<file path="src/rtl/irq_dest_pkg.sv">
package irq_dest_pkg;

  // Delivery codes the resolver acts on; every other code is unsupported.
  localparam logic [2:0] MODE_FIXED  = 3'd0;
  localparam logic [2:0] MODE_ROTATE = 3'd1;

  // Strobes from control to datapath, at most one set per cycle.
  typedef struct packed {
    logic loadFixed;
    logic loadRotate;
    logic loadUnsup;
  } dpStrobe_t;

endpackage

</file>
<file path="src/rtl/irq_dest_match.sv">
module irq_dest_match
  import irq_dest_pkg::*;
#(
  parameter int NT  = 8,
  parameter int IDW = 8,
  parameter int VW  = 8,
  parameter int PW  = (NT > 1) ? $clog2(NT) : 1
) (
  input  logic              clk,
  input  logic              rstN,
  input  logic              reqValid,
  input  logic [IDW-1:0]    destId,
  input  logic              destLogical,
  input  logic [VW-1:0]     vector,
  input  logic              trigLevel,
  input  logic [NT-1:0]     tgtPresent,
  input  logic [NT*IDW-1:0] tgtPhysId,
  input  logic [NT*IDW-1:0] tgtLogId,
  input  logic [PW-1:0]     rrPtr,
  input  dpStrobe_t         strb,
  output logic              candAny,
  output logic [PW-1:0]     pickIdx,
  output logic              grantValid,
  output logic [NT-1:0]     grant,
  output logic [VW-1:0]     grantVector,
  output logic              grantTrig,
  output logic              unsupported
);

  logic [NT-1:0] physHit;
  logic [NT-1:0] logHit;
  logic [NT-1:0] firstPhys;
  logic [NT-1:0] candMask;
  logic [NT-1:0] rotOneHot;
  logic          isBroadcast;
  logic          rotFound;

  // Per-receiver identifier comparison.
  for (genvar g = 0; g < NT; g++) begin : gTgt
    assign physHit[g] = tgtPresent[g] && (tgtPhysId[g*IDW +: IDW] == destId);
    assign logHit[g]  = tgtPresent[g] && (|(tgtLogId[g*IDW +: IDW] & destId));
  end

  assign isBroadcast = (destId == {IDW{1'b1}});
  // Isolate the lowest physical hit: search stops at the first match.
  assign firstPhys   = physHit & (~physHit + NT'(1));

  always_comb begin
    if (destLogical)
      candMask = (destId == '0) ? '0 : logHit;
    else if (isBroadcast)
      candMask = tgtPresent;
    else
      candMask = firstPhys;
  end

  assign candAny = |candMask;

  // Rotating search: first candidate at or above the pointer, wrapping.
  always_comb begin
    int idx;
    pickIdx  = '0;
    rotFound = 1'b0;
    for (int off = 0; off < NT; off++) begin
      idx = int'(rrPtr) + off;
      if (idx >= NT) idx = idx - NT;
      if (!rotFound && candMask[idx]) begin
        rotFound = 1'b1;
        pickIdx  = PW'(idx);
      end
    end
  end

  assign rotOneHot = NT'(1) << pickIdx;

  always_ff @(posedge clk or negedge rstN) begin
    if (!rstN) begin
      grantValid  <= 1'b0;
      grant       <= '0;
      grantVector <= '0;
      grantTrig   <= 1'b0;
      unsupported <= 1'b0;
    end else begin
      grantValid  <= strb.loadFixed | strb.loadRotate;
      unsupported <= strb.loadUnsup;
      if (strb.loadFixed)       grant <= candMask;
      else if (strb.loadRotate) grant <= rotOneHot;
      else                      grant <= '0;
      if (strb.loadFixed | strb.loadRotate) begin
        grantVector <= vector;
        grantTrig   <= trigLevel;
      end
    end
  end

  assert_rotate_single_R7: assert property (@(posedge clk) disable iff (!rstN)
    strb.loadRotate |=> ($countones(grant) == 1));

  assert_phys_single_R2: assert property (@(posedge clk) disable iff (!rstN)
    (strb.loadFixed && !destLogical && !isBroadcast) |=> ($countones(grant) == 1));

  assert_logical_zero_R3: assert property (@(posedge clk) disable iff (!rstN)
    (reqValid && destLogical && destId == '0) |=> !grantValid);

  assert_only_present_R1: assert property (@(posedge clk) disable iff (!rstN)
    (strb.loadFixed || strb.loadRotate) |=> ((grant & ~$past(tgtPresent)) == '0));

  assert_valid_vs_grant_R5: assert property (@(posedge clk) disable iff (!rstN)
    grantValid == (grant != '0));

  assert_unsup_no_grant_R8: assert property (@(posedge clk) disable iff (!rstN)
    unsupported |-> !grantValid);

endmodule

</file>
<file path="src/rtl/irq_dest_ctrl.sv">
module irq_dest_ctrl
  import irq_dest_pkg::*;
#(
  parameter int NT = 8,
  parameter int PW = (NT > 1) ? $clog2(NT) : 1
) (
  input  logic          clk,
  input  logic          rstN,
  input  logic          reqValid,
  input  logic [2:0]    delivMode,
  input  logic          candAny,
  input  logic [PW-1:0] pickIdx,
  output dpStrobe_t     strb,
  output logic [PW-1:0] rrPtr
);

  logic deliver;

  assign deliver = reqValid && candAny;

  always_comb begin
    strb            = '0;
    strb.loadFixed  = deliver && (delivMode == MODE_FIXED);
    strb.loadRotate = deliver && (delivMode == MODE_ROTATE);
    strb.loadUnsup  = deliver && (delivMode != MODE_FIXED) && (delivMode != MODE_ROTATE);
  end

  always_ff @(posedge clk or negedge rstN) begin
    if (!rstN)
      rrPtr <= '0;
    else if (strb.loadRotate)
      rrPtr <= (pickIdx == PW'(NT - 1)) ? '0 : pickIdx + 1'b1;
  end

  assert_strobe_excl_R8: assert property (@(posedge clk) disable iff (!rstN)
    $onehot0({strb.loadFixed, strb.loadRotate, strb.loadUnsup}));

  assert_ptr_hold_R5: assert property (@(posedge clk) disable iff (!rstN)
    !strb.loadRotate |=> $stable(rrPtr));

endmodule

</file>
<file path="src/rtl/irq_dest_resolver.sv">
module irq_dest_resolver
  import irq_dest_pkg::*;
#(
  parameter int NT  = 8,
  parameter int IDW = 8,
  parameter int VW  = 8
) (
  input  logic              clk,
  input  logic              rstN,
  input  logic              reqValid,
  input  logic [IDW-1:0]    destId,
  input  logic              destLogical,
  input  logic [2:0]        delivMode,
  input  logic [VW-1:0]     vector,
  input  logic              trigLevel,
  input  logic [NT-1:0]     tgtPresent,
  input  logic [NT*IDW-1:0] tgtPhysId,
  input  logic [NT*IDW-1:0] tgtLogId,
  output logic              grantValid,
  output logic [NT-1:0]     grant,
  output logic [VW-1:0]     grantVector,
  output logic              grantTrig,
  output logic              unsupported
);

  localparam int PW = (NT > 1) ? $clog2(NT) : 1;

  dpStrobe_t     strb;
  logic          candAny;
  logic [PW-1:0] pickIdx;
  logic [PW-1:0] rrPtr;

  irq_dest_ctrl #(.NT(NT), .PW(PW)) ctrl_i (
    .clk(clk), .rstN(rstN), .reqValid(reqValid), .delivMode(delivMode),
    .candAny(candAny), .pickIdx(pickIdx), .strb(strb), .rrPtr(rrPtr)
  );

  irq_dest_match #(.NT(NT), .IDW(IDW), .VW(VW), .PW(PW)) match_i (
    .clk(clk), .rstN(rstN), .reqValid(reqValid), .destId(destId),
    .destLogical(destLogical), .vector(vector), .trigLevel(trigLevel),
    .tgtPresent(tgtPresent), .tgtPhysId(tgtPhysId), .tgtLogId(tgtLogId),
    .rrPtr(rrPtr), .strb(strb), .candAny(candAny), .pickIdx(pickIdx),
    .grantValid(grantValid), .grant(grant), .grantVector(grantVector),
    .grantTrig(grantTrig), .unsupported(unsupported)
  );

endmodule

</file>
<file path="config.mk">
export PLATFORM = sky130hd
export DESIGN_NAME = irq_dest_resolver
export DESIGN_NICKNAME = d
export VERILOG_FILES = /design/src/rtl/irq_dest_pkg.sv /design/src/rtl/irq_dest_match.sv /design/src/rtl/irq_dest_ctrl.sv /design/src/rtl/irq_dest_resolver.sv
export SDC_FILE = /design/constraint.sdc
export NUM_CORES = 1
export LEC_CHECK = 0
export BUFFER_PORTS_ARGS = -buffer_cell sky130_fd_sc_hd__buf_4
export CORE_MARGIN = 2
export CORE_UTILIZATION = 47
export DETAILED_ROUTE_END_ITERATION = 6
export MAX_ROUTING_LAYER = met4
export PLACE_DENSITY = 0.83
export SETUP_SLACK_MARGIN = 0.3
export SYNTH_ARGS = -nofsm -noshare
export SYNTH_HDL_FRONTEND = slang
export SYNTH_SLANG_ARGS = --single-unit
</file>
<file path="constraint.sdc">
create_clock -name clk -period 5.1 [get_ports clk]
set_input_delay 1.02 -clock clk [delete_from_list [all_inputs] [get_ports clk]]
set_output_delay 1.02 -clock clk [all_outputs]
set_load 0.005 [all_outputs]
</file>
After elaboration in Yosys (flattened, before gate mapping)
Cells that the tools add are included.
{"block": "totals", "reg_bits": 22, "word_cells": 163, "output_inout_bits": 19, "input_bits": 160}
{"block": "op_classes", "shift": 1, "addsub": 17, "n_eq_ne": 12, "bitwise": 11, "muxes": 53, "order_cmp": 16, "reduce_logical": 47}
{"op": "$lt 32x5->1 const B", "n": 8}
{"op": "$mux 32", "n": 8}
{"op": "$ge 32x5->1 const B", "n": 7}
{"op": "$sub 32x5->32 const B", "n": 7}
{"op": "$and 8x8->8", "n": 9}
{"op": "$reduce_or 8->1", "n": 9}
{"op": "$eq 8x8->1", "n": 8}
{"op": "$mux 8", "n": 5}
{"op": "$logic_and 1x1->1", "n": 28}
{"op": "$mux 3", "n": 9}
{"op": "$bmux 1 s3", "n": 8}
{"op": "$mux 1", "n": 23}
{"op": "$add 3x3->4 const B", "n": 4}
{"op": "$add 3x2->4 const B", "n": 2}
{"op": "$add 8x1->8 const B", "n": 1}
{"op": "$eq 8x8->1 const B", "n": 1}
{"op": "$logic_not 8->1", "n": 1}
{"op": "$not 8->8", "n": 1}
{"op": "$shl 1x3->8 const A", "n": 1}
{"op": "$logic_not 1->1", "n": 7}
{"op": "$sub 3x4->5 const B", "n": 1}
{"op": "$add 3x1->4 const B", "n": 1}
{"op": "$ge 3x4->1 const B", "n": 1}
{"op": "$add 3x1->3 const B", "n": 1}
{"op": "other kinds (6)", "n": 6}

Logic depth before layout (Yosys ltp)
Gate-level depths: netlist (run 1).
{"block": "logic_depth", "ltp_word": 35, "depth_mapped": 18, "ltp_nobuf": 16}

Cells and area by module
A second synthesis (run 1) with hierarchy kept.
{"block": "hier_totals", "cells_unflattened": 441, "area_unflattened_um2": 3540.9}
{"module": "irq_dest_match", "n_inst": 1, "cells_each": 426, "area_per_inst_um2": 3367.0}
{"module": "irq_dest_ctrl", "n_inst": 1, "cells_each": 15, "area_per_inst_um2": 173.9}

Worst setup path before layout (run 1)
No wires, ideal clock.
{"block": "synth_timing", "kind": "input -> register", "start": "input destId[0]", "end": "register ctrl_i.rrPtr[2]", "t_arrival_ns": 4.496, "required_time_ns": 4.967, "path_buffers": 1, "path_stages": 16, "setup_ns": 0.133, "path_slack_ns": 0.471, "path_cell_list": "buf_2 nand4_1 o21ai_1 or4_1 o31ai_1 a22oi_1 mux4_2 a32o_1 and4_4 and3_1 a311oi_2 a21oi_1 ha_1 ha_1 nand2_1 o21ai_0"}
{"block": "synth_between", "elab_chain_len": 34, "elab_cells_between_ends": 107, "cone_classes": "add/sub (2); eq/ne (10); mux (43); bitwise (10); reduce/logical (42)"}
{"element": "from (decl)", "line_no": "irq_dest_resolver.sv:11", "source": "input logic [IDW-1:0] destId,"}
{"element": "$eq 8x8->1", "line_no": "irq_dest_match.sv:40", "source": "assign physHit[g] = tgtPresent[g] && (tgtPhysId[g*IDW +: IDW] == destId);"}
{"element": "$logic_and 1x1->1", "line_no": "irq_dest_match.sv:40"}
{"element": "$not 8->8", "line_no": "irq_dest_match.sv:46", "source": "assign firstPhys = physHit & (~physHit + NT'(1));"}
{"element": "$add 8x1->8", "line_no": "irq_dest_match.sv:46"}
{"element": "$and 8x8->8", "line_no": "irq_dest_match.sv:46"}
{"element": "$mux 8", "line_no": "irq_dest_match.sv:51", "source": "else if (isBroadcast)"}
{"element": "$mux 8 *", "line_no": "irq_dest_match.sv:49", "source": "if (destLogical)"}
{"element": "$bmux 1 s3", "line_no": "irq_dest_match.sv:67", "source": "if (!rotFound && candMask[idx]) begin"}
{"element": "[18 not listed]"}
{"element": "$logic_not 1->1", "line_no": "irq_dest_match.sv:67"}
{"element": "$logic_and 1x1->1", "line_no": "irq_dest_match.sv:67"}
{"element": "$mux 1", "line_no": "irq_dest_match.sv:67"}
{"element": "$logic_not 1->1", "line_no": "irq_dest_match.sv:67"}
{"element": "$logic_and 1x1->1", "line_no": "irq_dest_match.sv:67"}
{"element": "$mux 3", "line_no": "irq_dest_match.sv:67"}
{"element": "$add 3x1->3 / $eq 3x3->1 (equally long branches)", "line_no": "irq_dest_ctrl.sv:32", "source": "rrPtr <= (pickIdx == PW'(NT - 1)) ? '0 : pickIdx + 1'b1;"}
{"element": "$mux 3", "line_no": "irq_dest_ctrl.sv:32"}
{"element": "to (signal assigned)", "line_no": "irq_dest_ctrl.sv:32"}
{"element": "to (decl)", "line_no": "irq_dest_ctrl.sv:14", "source": "output logic [PW-1:0] rrPtr"}
Every way passes the cells marked *; elsewhere a longest branch is shown, timed or not. The select of a mux whose other input is x is not followed.
A chain may end at the register's enable or synchronous reset.

Worst setup path in the final report (run 1)
{"block": "layout_timing", "start": "input destId[6]", "end": "register ctrl_i.rrPtr[2]"}
The elaborated chain is that of the path after synthesis.

==> results of run 1 <==
## worst max-delay path, stage by stage
cell and delay, ps:
buf_4 230, xnor2_1 150, nand3_1 140, or4_1 580, o31ai_4 270, a22oi_2 190, mux4_2 500, a32o_1 300
and4_4 150, and3_1 190, a311oi_2 270, a21oi_1 130, ha_1 210, ha_1 270, nand2_1 60, o21ai_0 80
## synth_stat cells, drive strengths merged (4+ instances only)
cell     n
or4      7
mux2i    5
o31ai    5
buf     17
inv     15
xor2    10
a21oi   22
and2     5
mux4     5
o22ai    5
a31o     5
clkbuf  12
nor2    24
nor4     9
a211oi   6
xnor2   58
a21o     4
nor2b    4
o21ai   15
nand4   20
ha       7
a22oi   34
nand2   54
nand3   10
dfrtp   22
nor3    15
## where the power goes
| part | switching [W] | total, W | internal (W) |
|---|---|---|---|
| clock network | 0.0000560 | 0.000125 | 0.0000689 |
| registers | 0.0000406 | 0.000248 | 0.000207 |
| logic | 0.000894 | 0.00166 | 0.000768 |
| total | 0.000991 | 0.00203 | 0.00104 |
## logic make-up after synthesis
group / count (synthesis) / share of synthesized area
muxes: 13 / 0.0581
AOI/OAI and AO/OA: 125 / 0.261
DFF: 22 / 0.163
adders and majority gates: 7 / 0.0259
buffers and inverters: 44 / 0.0692
xor gates and xnor gates: 68 / 0.176
and+or+nand+nor: 161 / 0.247
## metal layers
| metal | GRT usage | vias to the layer above | wire [um] |
|---|---|---|---|
| met3 | 0.0429 | 42 | 1130 |
| met5 | - | - | 0 |
| li1 | - | 2013 | - |
| met4 | 0.0758 | 0 | 305 |
| met1 | 0.438 | 2056 | 5200 |
| met2 | 0.575 | 276 | 6740 |
## area by class of cell
| type | instances | share of cell area |
|---|---|---|
| Clock buffer | 4 | 0.0108 |
| Inverter | 15 | 0.0110 |
| Sequential cell | 22 | 0.108 |
| Multi-Input combinational cell | 374 | 0.537 |
| Timing Repair Buffer | 210 | 0.310 |
| Tap cell | 96 | 0.0236 |
## timing repair
action | 4_1_cts | 5_1_grt
gates resized for setup | 0 | 26
endpoints found under the setup margin | 0 | 9
setup buffers | 0 | 1
hold buffers | 0 | 0
endpoints found under the hold margin | 0 | 0
## registers in the layout, indices dropped and copies added, names as in the netlist
| register | flops |
|---|---|
| match_i.grantVector | 8 |
| match_i.grant | 8 |
| ctrl_i.rrPtr | 3 |
| match_i.grantTrig | 1 |
| match_i.grantValid | 1 |
| match_i.unsupported | 1 |
## cell usage in the layout, fill, tap and decap left out, types with 3 or more instances in the layout
master      n
nand2_1    54
ha_1        7
dfrtp_1    22
o21a_1      3
inv_1      14
a31o_1      4
mux2_2      3
nor2_1     24
nor2b_1     3
a211oi_1    5
mux2i_1     3
nand4_1    20
a22oi_1    33
nor3_2      3
nor3_1     10
nand2b_1    3
buf_4     209
xor2_1     10
o211ai_1    3
a21oi_1    21
o22ai_1     5
o21ai_0    13
xnor2_1    57
or4_1       6
nand3_1    10
clkbuf_8    4
mux4_2      5
nor4_2      7
and2_1      3
a21o_1      4
## per-stage QoR
step                std cells  setup slack (ps)  hold WS, ps  area, um2  utilization
global placement          716               199          462       4890        0.712
CTS                       720               348          484       4950        0.720
floorplan                 440               471          470       3380            -
detailed placement        716              61.0          465       4890        0.712
finish                    721               475          481       5100        0.742
global route              721               265          506       5100        0.742
## final timing paths
path,slack (ps),endpoint,depth (start not counted),from
min in group asynchronous,630,match_i.grant[3]$_DFF_PN0_,1,rstN
setup reg to reg,1160,ctrl_i.rrPtr[2]$_DFFE_PN0P_,16,ctrl_i.rrPtr[1]$_DFFE_PN0P_
max in group asynchronous,4250,ctrl_i.rrPtr[0]$_DFFE_PN0P_,1,rstN
hold reg to reg,480,match_i.grantVector[1]$_DFFE_PN0P_,2,match_i.grantVector[1]$_DFFE_PN0P_
setup / recovery,470,ctrl_i.rrPtr[2]$_DFFE_PN0P_,16,destId[6]
hold / removal,480,match_i.grantVector[1]$_DFFE_PN0P_,2,match_i.grantVector[1]$_DFFE_PN0P_
==> key figures, run 1 <==
Outcome
  • Status: complete, no violations

Logic synthesis
  • Most area-hungry cell type in the Yosys netlist: dfrtp_1
  • Sequential area share after synthesis: 0.163
  • FF+latch count, synth: 22
  • Top_reg_cell synth: dfrtp_1
  • Netlist area before placement: roughly 3400 um2
  • Count of flip-flops with a built-in enable after synthesis: 0
  • Unique cell type count in the Yosys netlist: 65
  • Fraction of registers with async set/reset: 1.00
  • Main area contributors after synthesis: dfrtp_1 (16%), xnor2_1 (15%), a22oi_1 (7.6%)
  • Avg Inst Size Synth: 7.68 um2
  • Area share of the largest cell type after synthesis: 0.163
  • Number of warnings reported in the yosys synthesis log: 0
  • Total nets after synthesis: about 610
  • Synthesized instance count: 440

Cells and area
  • Storage element area: around 550 um2
  • Antenna diodes: 0
  • Fill cell count: approximately 550
  • Synth-to-Final Area Change: 50.9%
  • Multi-input gate area: ~2700 um2
  • Layout net count: 793
  • Share of final-layout standard cells stronger than drive strength 1: 0.406

Clocking
  • Clock tree from TritonCTS: done
  • H-tree depth: 1
  • Insertion delay to the later sink of the worst-skew pair: between 200 and 300 ps
  • Number of buffers inserted during clock tree synthesis: 3
  • CTS clk-pin slew, worst paths: roughly 80 ps
  • Root Buffer Master: clkbuf_8
  • Sink count of the clock tree: 22
  • Buffer depth of the longest clock path: 2

Place
  • Final estimated routing congestion in global placement: 1.00
  • Quantity of I/O buffers inserted on ports: about 180
  • HPWL reported at the end of detailed placement: around 11000 um

Die
  • Starting Density: 0.492
  • Core ar.: roughly 6900 um2
  • Floorplan die area: 7880 um2
  • Rows: 30
  • Die outline width: between 80 and 90 um
  • Number of I/O pins: 179
  • Vertical die dimension: 88.8 um

Timing
  • Number of hold violations in the final report: 0
  • Fin crit share: 0.907
  • Worst slew margin: 0.403
  • Period minus WS final: approximately 4600 ps
  • Final max-slew violation count: 0
  • Setup repair after global routing missed its margin: no
  • Worst clock skew: 1.99 ps
  • Setup violators final: 0
  • Least-Margin Pin Slew: just under 900 ps
  • Total negative slack for setup checks: 0 ps
  • Highest clock frequency the design can meet: 216 MHz

Setup path
  • Worst setup EP type: flop
  • Critical path start-end classification: primary input to flop
  • Critical path launch point type: primary input
  • Data required time of the worst path: between 5000 and 6000 ps
  • Arrival time at the worst endpoint: 4760 ps
  • Highest net fanout along the worst path: 12

GRT
  • Global-route congestion overflow total: 0
  • Number of global-route vias before repair: around 4200
  • Pin count of the biggest net entering global routing: 23
  • Global Route Usage Sum: 0.342
  • First-pass GRT wire length: between 20000 and 25000 um
  • Initial antenna violation count: 0

Routing
  • Post-Route WL: 13400 um
  • Total DRC errors in the routed layout: 0
  • First-pass DRT Iterations: 5
  • Antenna-violating nets left: 0
  • Drt initial violations: between 300 and 400
  • Detail-routed via count per cell: between 6 and 7
  • Wirelength per Cell: between 15 and 20 um
  • Count of vias placed by the detailed router: between 4000 and 5000

Pwr
  • Maximum vdd ir drop: 255 uV
  • Power per cell area: between 300 and 400 nW/um2
  • Total chip power: around 0.002 W
  • Leakage power: 2.30 nW

Worst hold path
  • Class of the tightest hold or removal check: flop to flop

Run
  • Count of maximum capacitance violations: 0
No activity file was read; power rests on OpenSTA's default activity.
==> run 2: changes to the inputs <==
--- a/config.mk
+++ b/config.mk
@@ -5,12 +5,13 @@
 export SDC_FILE = /design/constraint.sdc
 export NUM_CORES = 1
 export LEC_CHECK = 0
+export ABC_AREA = 1
 export BUFFER_PORTS_ARGS = -buffer_cell sky130_fd_sc_hd__buf_4
 export CORE_MARGIN = 2
-export CORE_UTILIZATION = 47
+export CORE_UTILIZATION = 49
 export DETAILED_ROUTE_END_ITERATION = 6
 export MAX_ROUTING_LAYER = met4
-export PLACE_DENSITY = 0.83
+export PLACE_DENSITY = 0.84
 export SETUP_SLACK_MARGIN = 0.3
 export SYNTH_ARGS = -nofsm -noshare
 export SYNTH_HDL_FRONTEND = slang
==> run 2 against run 1 <==
Via count up 12%. Synthesized cell count grew 53%. Sequential power barely moved. Hold slack about the same. Clock skew down 1.7 ps. Combinational power fell by 9.6%. Flip-flop and latch count is the same. Die area increased by 7.9%. Largest cell class unchanged. Largest power group unchanged.
==> key figures, run 2 <==
Cells and area
  • Antenna diodes: 0
  • Layout net count: 1000
  • Share of final-layout standard cells stronger than drive strength 1: 0.303
  • Top Registers: match_i.grantVector x8, match_i.grant x8, ctrl_i.rrPtr x3
  • Synth-to-Final Area Change: 34.6%
  • Most frequent standard cell in the layout excluding fill and tap cells: nand2_1
  • Top library cells by usage in the layout, fill and taps aside: nand2_1 (283), buf_4 (179), inv_1 (73), nand3_1 (71), nor2_1 (49)

Pwr
  • Sequential fraction of design power: 0.134
  • Internal power consumption: about 0.00079 W
  • Power per cell area: 360 nW/um2
  • Leakage power: between 3 and 4 nW
  • Maximum vdd ir drop: between 200 and 250 uV
  • Switch Pwr: 0.00105 W
  • Combinational fraction of design power: 0.811
  • Net switching fraction of the power: 0.570
  • Portion of total power attributed to the clock network: 0.054

Place
  • Quantity of I/O buffers inserted on ports: ~180
  • Post-Place Worst Slack: a little under 900 ps
  • Final estimated routing congestion in global placement: around 1.0
  • HPWL reported at the end of detailed placement: 11600 um

Clocking
  • Number of buffers inserted during clock tree synthesis: 3
  • CTS clk-pin slew, worst paths: approximately 70 ps
  • Buffer depth of the longest clock path: 2
  • Count of hold-fix buffers inserted at cts: 0
  • Insertion delay to the later sink of the worst-skew pair: 260 ps
  • Clock tree from TritonCTS: done
  • H-tree depth: 1
  • Buffers inserted during post-CTS setup optimization: 0
  • Sink count of the clock tree: 22
  • Post-CTS Resized: 0
  • Root Buffer Master: clkbuf_8

Timing
  • Least-Margin Pin Slew: around 550 ps
  • Fin crit share: 0.776
  • Setup violators final: 0
  • Number of hold violations in the final report: 0
  • Final setup margin: approximately 1100 ps
  • Total negative slack for setup checks: 0 ps
  • Final max-slew violation count: 0
  • Setup repair after global routing missed its margin: no
  • Highest clock frequency the design can meet: 253 MHz
  • Period minus WS final: about 4000 ps
  • Min Hold Slack: 482 ps
  • Worst slew margin: 0.636
  • Worst clock skew: approximately 0.30 ps

Die
  • Rows: 32
  • Starting Density: 0.499
  • Number of I/O pins: approximately 180
  • Core ar.: 7650 um2
  • Floorplan die area: approximately 8500 um2
  • Die outline width: 92.2 um
  • Vertical die dimension: between 90 and 100 um

Logic synthesis
  • Most area-hungry cell type in the Yosys netlist: nand2_1
  • Synthesized instance count: 672
  • Count of flip-flops with a built-in enable after synthesis: 0
  • FF+latch count, synth: 22
  • Top_reg_cell synth: dfrtp_1
  • Top post-synthesis cells by count: nand2_1 (283), inv_1 (73), nand3_1 (71)
  • Avg Inst Size Synth: 5.68 um2
  • Fraction of registers with async set/reset: 1.00
  • Main area contributors after synthesis: nand2_1 (28%), dfrtp_1 (14%), nand3_1 (9.3%)
  • Total nets after synthesis: 839
  • Area share of the largest cell type after synthesis: 0.279
  • Number of warnings reported in the yosys synthesis log: 0
  • Netlist area before placement: between 3000 and 4000 um2
  • Unique cell type count in the Yosys netlist: between 40 and 50
  • Sequential area share after synthesis: 0.144
  • Most frequently used cell type in the post-synthesis netlist: nand2_1

Setup path
  • Highest net fanout along the worst path: 13
  • Critical register-to-register path endpoint: ctrl_i.rrPtr[2]$_DFFE_PN0P_
  • Arrival time at the worst endpoint: 4090 ps
  • Critical path launch point type: primary input
  • Critical path start-end classification: primary input to flop
  • Worst setup EP type: flop
  • Data required time of the worst path: approximately 5200 ps
  • Register-to-Register Setup Slack: around 1300 ps
  • Depth of the worst register-to-register path: 18
  • Start of the worst register-to-register path: ctrl_i.rrPtr[1]$_DFFE_PN0P_

GRT
  • Global-route congestion overflow total: 0
  • Pin count of the biggest net entering global routing: 23
  • Initial antenna violation count: 0
  • Number of global-route vias before repair: 4883
  • First-pass GRT wire length: roughly 22000 um
  • Global Route Usage Sum: 0.327

Routing
  • Wirelength per Cell: around 14 um
  • First-pass DRT Iterations: 5
  • Count of vias placed by the detailed router: just under 5000
  • Post-Route WL: roughly 13000 um
  • Drt initial violations: ~290
  • Total DRC errors in the routed layout: 0
  • Antenna-violating nets left: 0
  • Detail-routed via count per cell: about 5.3

Outcome
  • Status: complete, no violations

Worst hold path
  • End point of the worst hold path: match_i.grantVector[0]$_DFFE_PN0P_
  • Origin of the worst min-delay path: match_i.grantVector[0]$_DFFE_PN0P_
  • Hold path depth: 2
  • Class of the tightest hold or removal check: flop to flop

Run
  • Count of maximum capacitance violations: 0
[run 2: changes by cell type after synthesis, sizes merged, moves of 7 or more]
cell,before,now
or4,7,0
nand4,20,10
nand3,10,86
a22oi,34,0
a21oi,22,9
nor3,15,4
clkbuf,12,0
inv,15,89
nand2,54,301
nor4,9,1
nor2,24,58
xnor2,58,9
[run 2: cell type report]
cell class / instances / area (um2)
multi-input combinational: 535 / 2720
fill: 681 / 2510
timing repair buffer: 179 / 1340
sequential: 22 / 551
inverter: 92 / 355
tap: 102 / 128
clock buffer: 3 / 41.3
[run 2: how the worst max path moves through the flow]
stage | to | start | slack (ps)
final | ctrl_i.rrPtr[2]$_DFFE_PN0P_ | destId[7] | 1140
after global routing | ctrl_i.rrPtr[2]$_DFFE_PN0P_ | destId[0] | 820
after CTS | ctrl_i.rrPtr[2]$_DFFE_PN0P_ | destId[7] | 1180
after detailed placement | ctrl_i.rrPtr[2]$_DFFE_PN0P_ | destId[7] | 890
after global placement | ctrl_i.rrPtr[2]$_DFFE_PN0P_ | destId[6] | 990
after floorplan | ctrl_i.rrPtr[2]$_DFFE_PN0P_ | destId[3] | 1500
[run 2: critical path, stage by stage]
cell     delay (ps)
buf_4           180
inv_2           220
nand2_1         100
nand2_1          80
nand2_1          50
nor2_1          100
nand3_1         130
nand2_1          90
nor2_1           50
nand2_1          60
nand2_1          70
nand2_2          80
nand2_2          90
nand2_1         120
nand3_2          90
nand3_2         120
nand2_4          80
nor2_4          130
nand4_4         100
nor2_4          120
nand2_1         100
o21ai_1         120
nor2_1           60
nor2_1          140
ha_1            190
ha_1            230
nand2_1          60
o21ai_0          70
[run 2: power by group through the flow]
stage | logic [W] | clock network (W) | registers (W)
finish | 0.00150 | 0.000101 | 0.000248
global route | 0.00169 | 0.000111 | 0.000252
CTS | 0.00148 | 0.000103 | 0.000246
detailed placement | 0.00148 | 0 | 0.000248
global placement | 0.00145 | 0 | 0.000249
floorplan | 0.00113 | 0 | 0.000229
[run 2: cells by family (layout without fill, tap and decap cells)]
logic type      count (synthesis)  after routing  share of synthesized area
buf+inv                       115            274                      0.144
flops                          22             22                      0.144
fa+ha+maj                       7              7                     0.0230
compound gates                 44             44                     0.0830
simple gates                  462            462                      0.555
xor+xnor                       22             22                     0.0505
[run 2: layer usage]
metal  up-vias  track usage  routed length (um)
met5         -            -                   0
met4         0        0.170                 653
met3        53       0.0279                 915
met2       232        0.562                6370
met1      2216        0.381                5500
li1       2418            -                   -
[run 2: stage by stage]
stage / utilization / cell area [um2] / total power (W) / instances
after floorplan: - / 3810 / 0.00136 / 672
after global placement: 0.666 / 5090 / 0.00170 / 930
after detailed placement: 0.666 / 5090 / 0.00173 / 930
after CTS: 0.671 / 5130 / 0.00183 / 933
after global routing: 0.671 / 5130 / 0.00205 / 933
final: 0.671 / 5130 / 0.00185 / 933
==> run 3: changes to the inputs <==
==> constraint.sdc (replaced) <==
create_clock -name clk -period 3.8 [get_ports clk]
set_input_delay 0.76 -clock clk [delete_from_list [all_inputs] [get_ports clk]]
set_output_delay 0.76 -clock clk [all_outputs]
set_load 0.005 [all_outputs]
==> run 3 against run 2 <==
Count of clock-buffer cells in the layout up 1. Sequential power grew 27%. Global-route usage is 1.5 points higher. First-iteration DRC count is 96% higher. Core utilization up 18 points. Cell count rose by 7.1%. Combinational power increased by 120%. Design area up 26%. Sequential share of layout area shrank 2.2 points. Critical path type unchanged. Critical endpoint is now match_i.grant[1]$_DFF_PN0_.
==> key figures, run 3 (synthesized netlist as in run 2, its figures left out) <==
Outcome
  • Status: complete, no violations

Setup path
  • Crit path max-delay cell type: xnor2_4
  • Critical path start-end classification: primary input to flop
  • Critical path launch point type: primary input
  • Kind of cell with the highest combined delay on the critical path: simple AND/OR/NAND/NOR gates
  • Register-to-Register Setup Slack: 700 ps
  • Critical Path Most Common Cell: nand2_4
  • Data required time of the worst path: roughly 4000 ps
  • Arrival time at the worst endpoint: 3710 ps
  • Peak per-stage delay on the critical path: between 200 and 250 ps
  • Highest net fanout along the worst path: 7
  • Start of the worst register-to-register path: ctrl_i.rrPtr[1]$_DFFE_PN0P_
  • Worst setup EP type: flop
  • Critical register-to-register path endpoint: match_i.grant[0]$_DFF_PN0_
  • Number of logic stages on the critical path including buffering: 27
  • WP buf/inv: 4
  • Depth of the worst register-to-register path: 17

Place
  • Standard cell area after detailed placement: around 5400 um2
  • Placed Cells incl. Taps: roughly 960
  • Quantity of I/O buffers inserted on ports: roughly 180
  • Final estimated routing congestion in global placement: ~1
  • HPWL reported at the end of detailed placement: around 12000 um

Timing
  • Setup violators final: 0
  • Worst slew margin: 0.661
  • Least-Margin Pin Slew: slightly above 500 ps
  • Setup repair after global routing missed its margin: yes
  • Number of hold violations in the final report: 0
  • Highest clock frequency the design can meet: roughly 280 MHz
  • Period minus WS final: 3560 ps
  • Fin crit share: 0.937
  • Worst clock skew: about 3.1 ps
  • Final max-slew violation count: 0

Pwr
  • Leakage power: around 3.6 nW
  • Sequential fraction of design power: 0.083
  • Net switching fraction of the power: 0.546
  • Switch Pwr: 0.00208 W
  • Combinational fraction of design power: 0.875
  • Internal power consumption: ~0.0017 W
  • Power per cell area: between 500 and 600 nW/um2
  • Maximum vdd ir drop: around 480 uV
  • Portion of total power attributed to the clock network: 0.042

Clocking
  • Buffer depth of the longest clock path: 2
  • CTS clk-pin slew, worst paths: approximately 70 ps
  • Insertion delay to the later sink of the worst-skew pair: approximately 260 ps
  • H-tree depth: 1
  • Number of buffers inserted during clock tree synthesis: 3
  • Clock tree from TritonCTS: done
  • Sink count of the clock tree: 22
  • Root Buffer Master: clkbuf_8

Die
  • Die outline width: just over 90 um
  • Starting Density: 0.499
  • Number of I/O pins: between 150 and 200
  • Core ar.: around 7600 um2
  • Rows: 32
  • Vertical die dimension: ~92 um
  • Floorplan die area: around 8500 um2

Routing
  • Post-Route WL: approximately 17000 um
  • Detail-routed via count per cell: 5.59
  • First-pass DRT Iterations: 5
  • Drt initial violations: 561
  • Count of vias placed by the detailed router: around 5600
  • Antenna-violating nets left: 0
  • Wirelength per Cell: 17.3 um
  • Total DRC errors in the routed layout: 0

Cells and area
  • Final cell count without fillers: ~1000
  • Top Registers: match_i.grantVector x8, match_i.grant x8, ctrl_i.rrPtr x3
  • Layout net count: ~1100
  • Top library cells by usage in the layout, fill and taps aside: nand2_1 (247), buf_4 (219), inv_1 (73), nand3_1 (46), nand2_2 (36)
  • Antenna diodes: 0
  • Share of final-layout standard cells stronger than drive strength 1: 0.472
  • Synth-to-Final Area Change: 69.9%
  • Final standard cell area without fillers: ~6500 um2
  • Most frequent standard cell in the layout excluding fill and tap cells: nand2_1

GRT
  • Initial antenna violation count: 0
  • Pin count of the biggest net entering global routing: 23
  • First-pass GRT wire length: roughly 23000 um
  • Number of global-route vias before repair: 4982
  • Global Route Usage Sum: 0.342
  • Global-route congestion overflow total: 0

Worst hold path
  • Class of the tightest hold or removal check: primary input to asynchronous set/reset pin

Run
  • Count of maximum capacitance violations: 0
run 3: cell count changes in the layout (fill, tap and decap cells not counted), sizes merged:
cell    previous run  this run
buf              179       240
clkinv             3         2
inv               89        91
clkbuf             3         7
run 3: timing repair:
item	CTS	global route
resized for setup	21	162
gates cloned	0	4
pin swaps	6	80
hold endpoints to repair	0	0
setup buffers	0	28
hold buffers	0	0
setup endpoints to repair	8	10
run 3: stage by stage:
step,hold WS [ps],util,setup slack [ps],total power (W),TNS (ps)
final,369,0.847,239,0.00381,0
after global routing,383,0.847,54.0,0.00403,0
after CTS,376,0.721,300,0.00274,0
after detailed placement,475,0.703,-117,0.00251,-216
after global placement,465,0.703,11.2,0.00245,0
after floorplan,464,-,462,0.00183,0
run 3: worst max path at each step:
stage / endpoint / slack, ps / start
floorplan: ctrl_i.rrPtr[2]$_DFFE_PN0P_ / 460 / destId[3]
finish: match_i.grant[1]$_DFF_PN0_ / 240 / destId[5]
CTS: ctrl_i.rrPtr[2]$_DFFE_PN0P_ / 300 / destId[3]
global route: match_i.grant[1]$_DFF_PN0_ / 50 / destId[5]
detailed placement: ctrl_i.rrPtr[2]$_DFFE_PN0P_ / -120 / destId[5]
global placement: ctrl_i.rrPtr[2]$_DFFE_PN0P_ / 10 / destId[5]
run 3: layout make-up:
type	instances	area [um2]
Clock buffer	4	55.1
Fill cell	444	1170
Inverter	92	375
Tap cell	102	128
Sequential cell	22	551
Multi-Input combinational cell	535	3330
Timing Repair Buffer	243	2040
Timing Repair inverter	1	5.00
run 3: metal layers:
metal  GRT usage  wire (um)  vias up  share of wire
li1            -          -     2560              -
met1       0.384       6170     2521           0.36
met2       0.615       8430      389           0.49
met3      0.0329       1530      117          0.089
met4       0.155       1150        0          0.067
met5           -          0        -              0
run 3: power by group through the flow:
stage	Combinational [W]	Sequential, W	Clock [W]
6_report	0.00333	0.000314	0.000161
5_1_grt	0.00354	0.000321	0.000171
4_1_cts	0.00227	0.000309	0.000160
3_5_place_dp	0.00220	0.000313	0
3_3_place_gp	0.00214	0.000314	0
2_1_floorplan	0.00152	0.000307	0
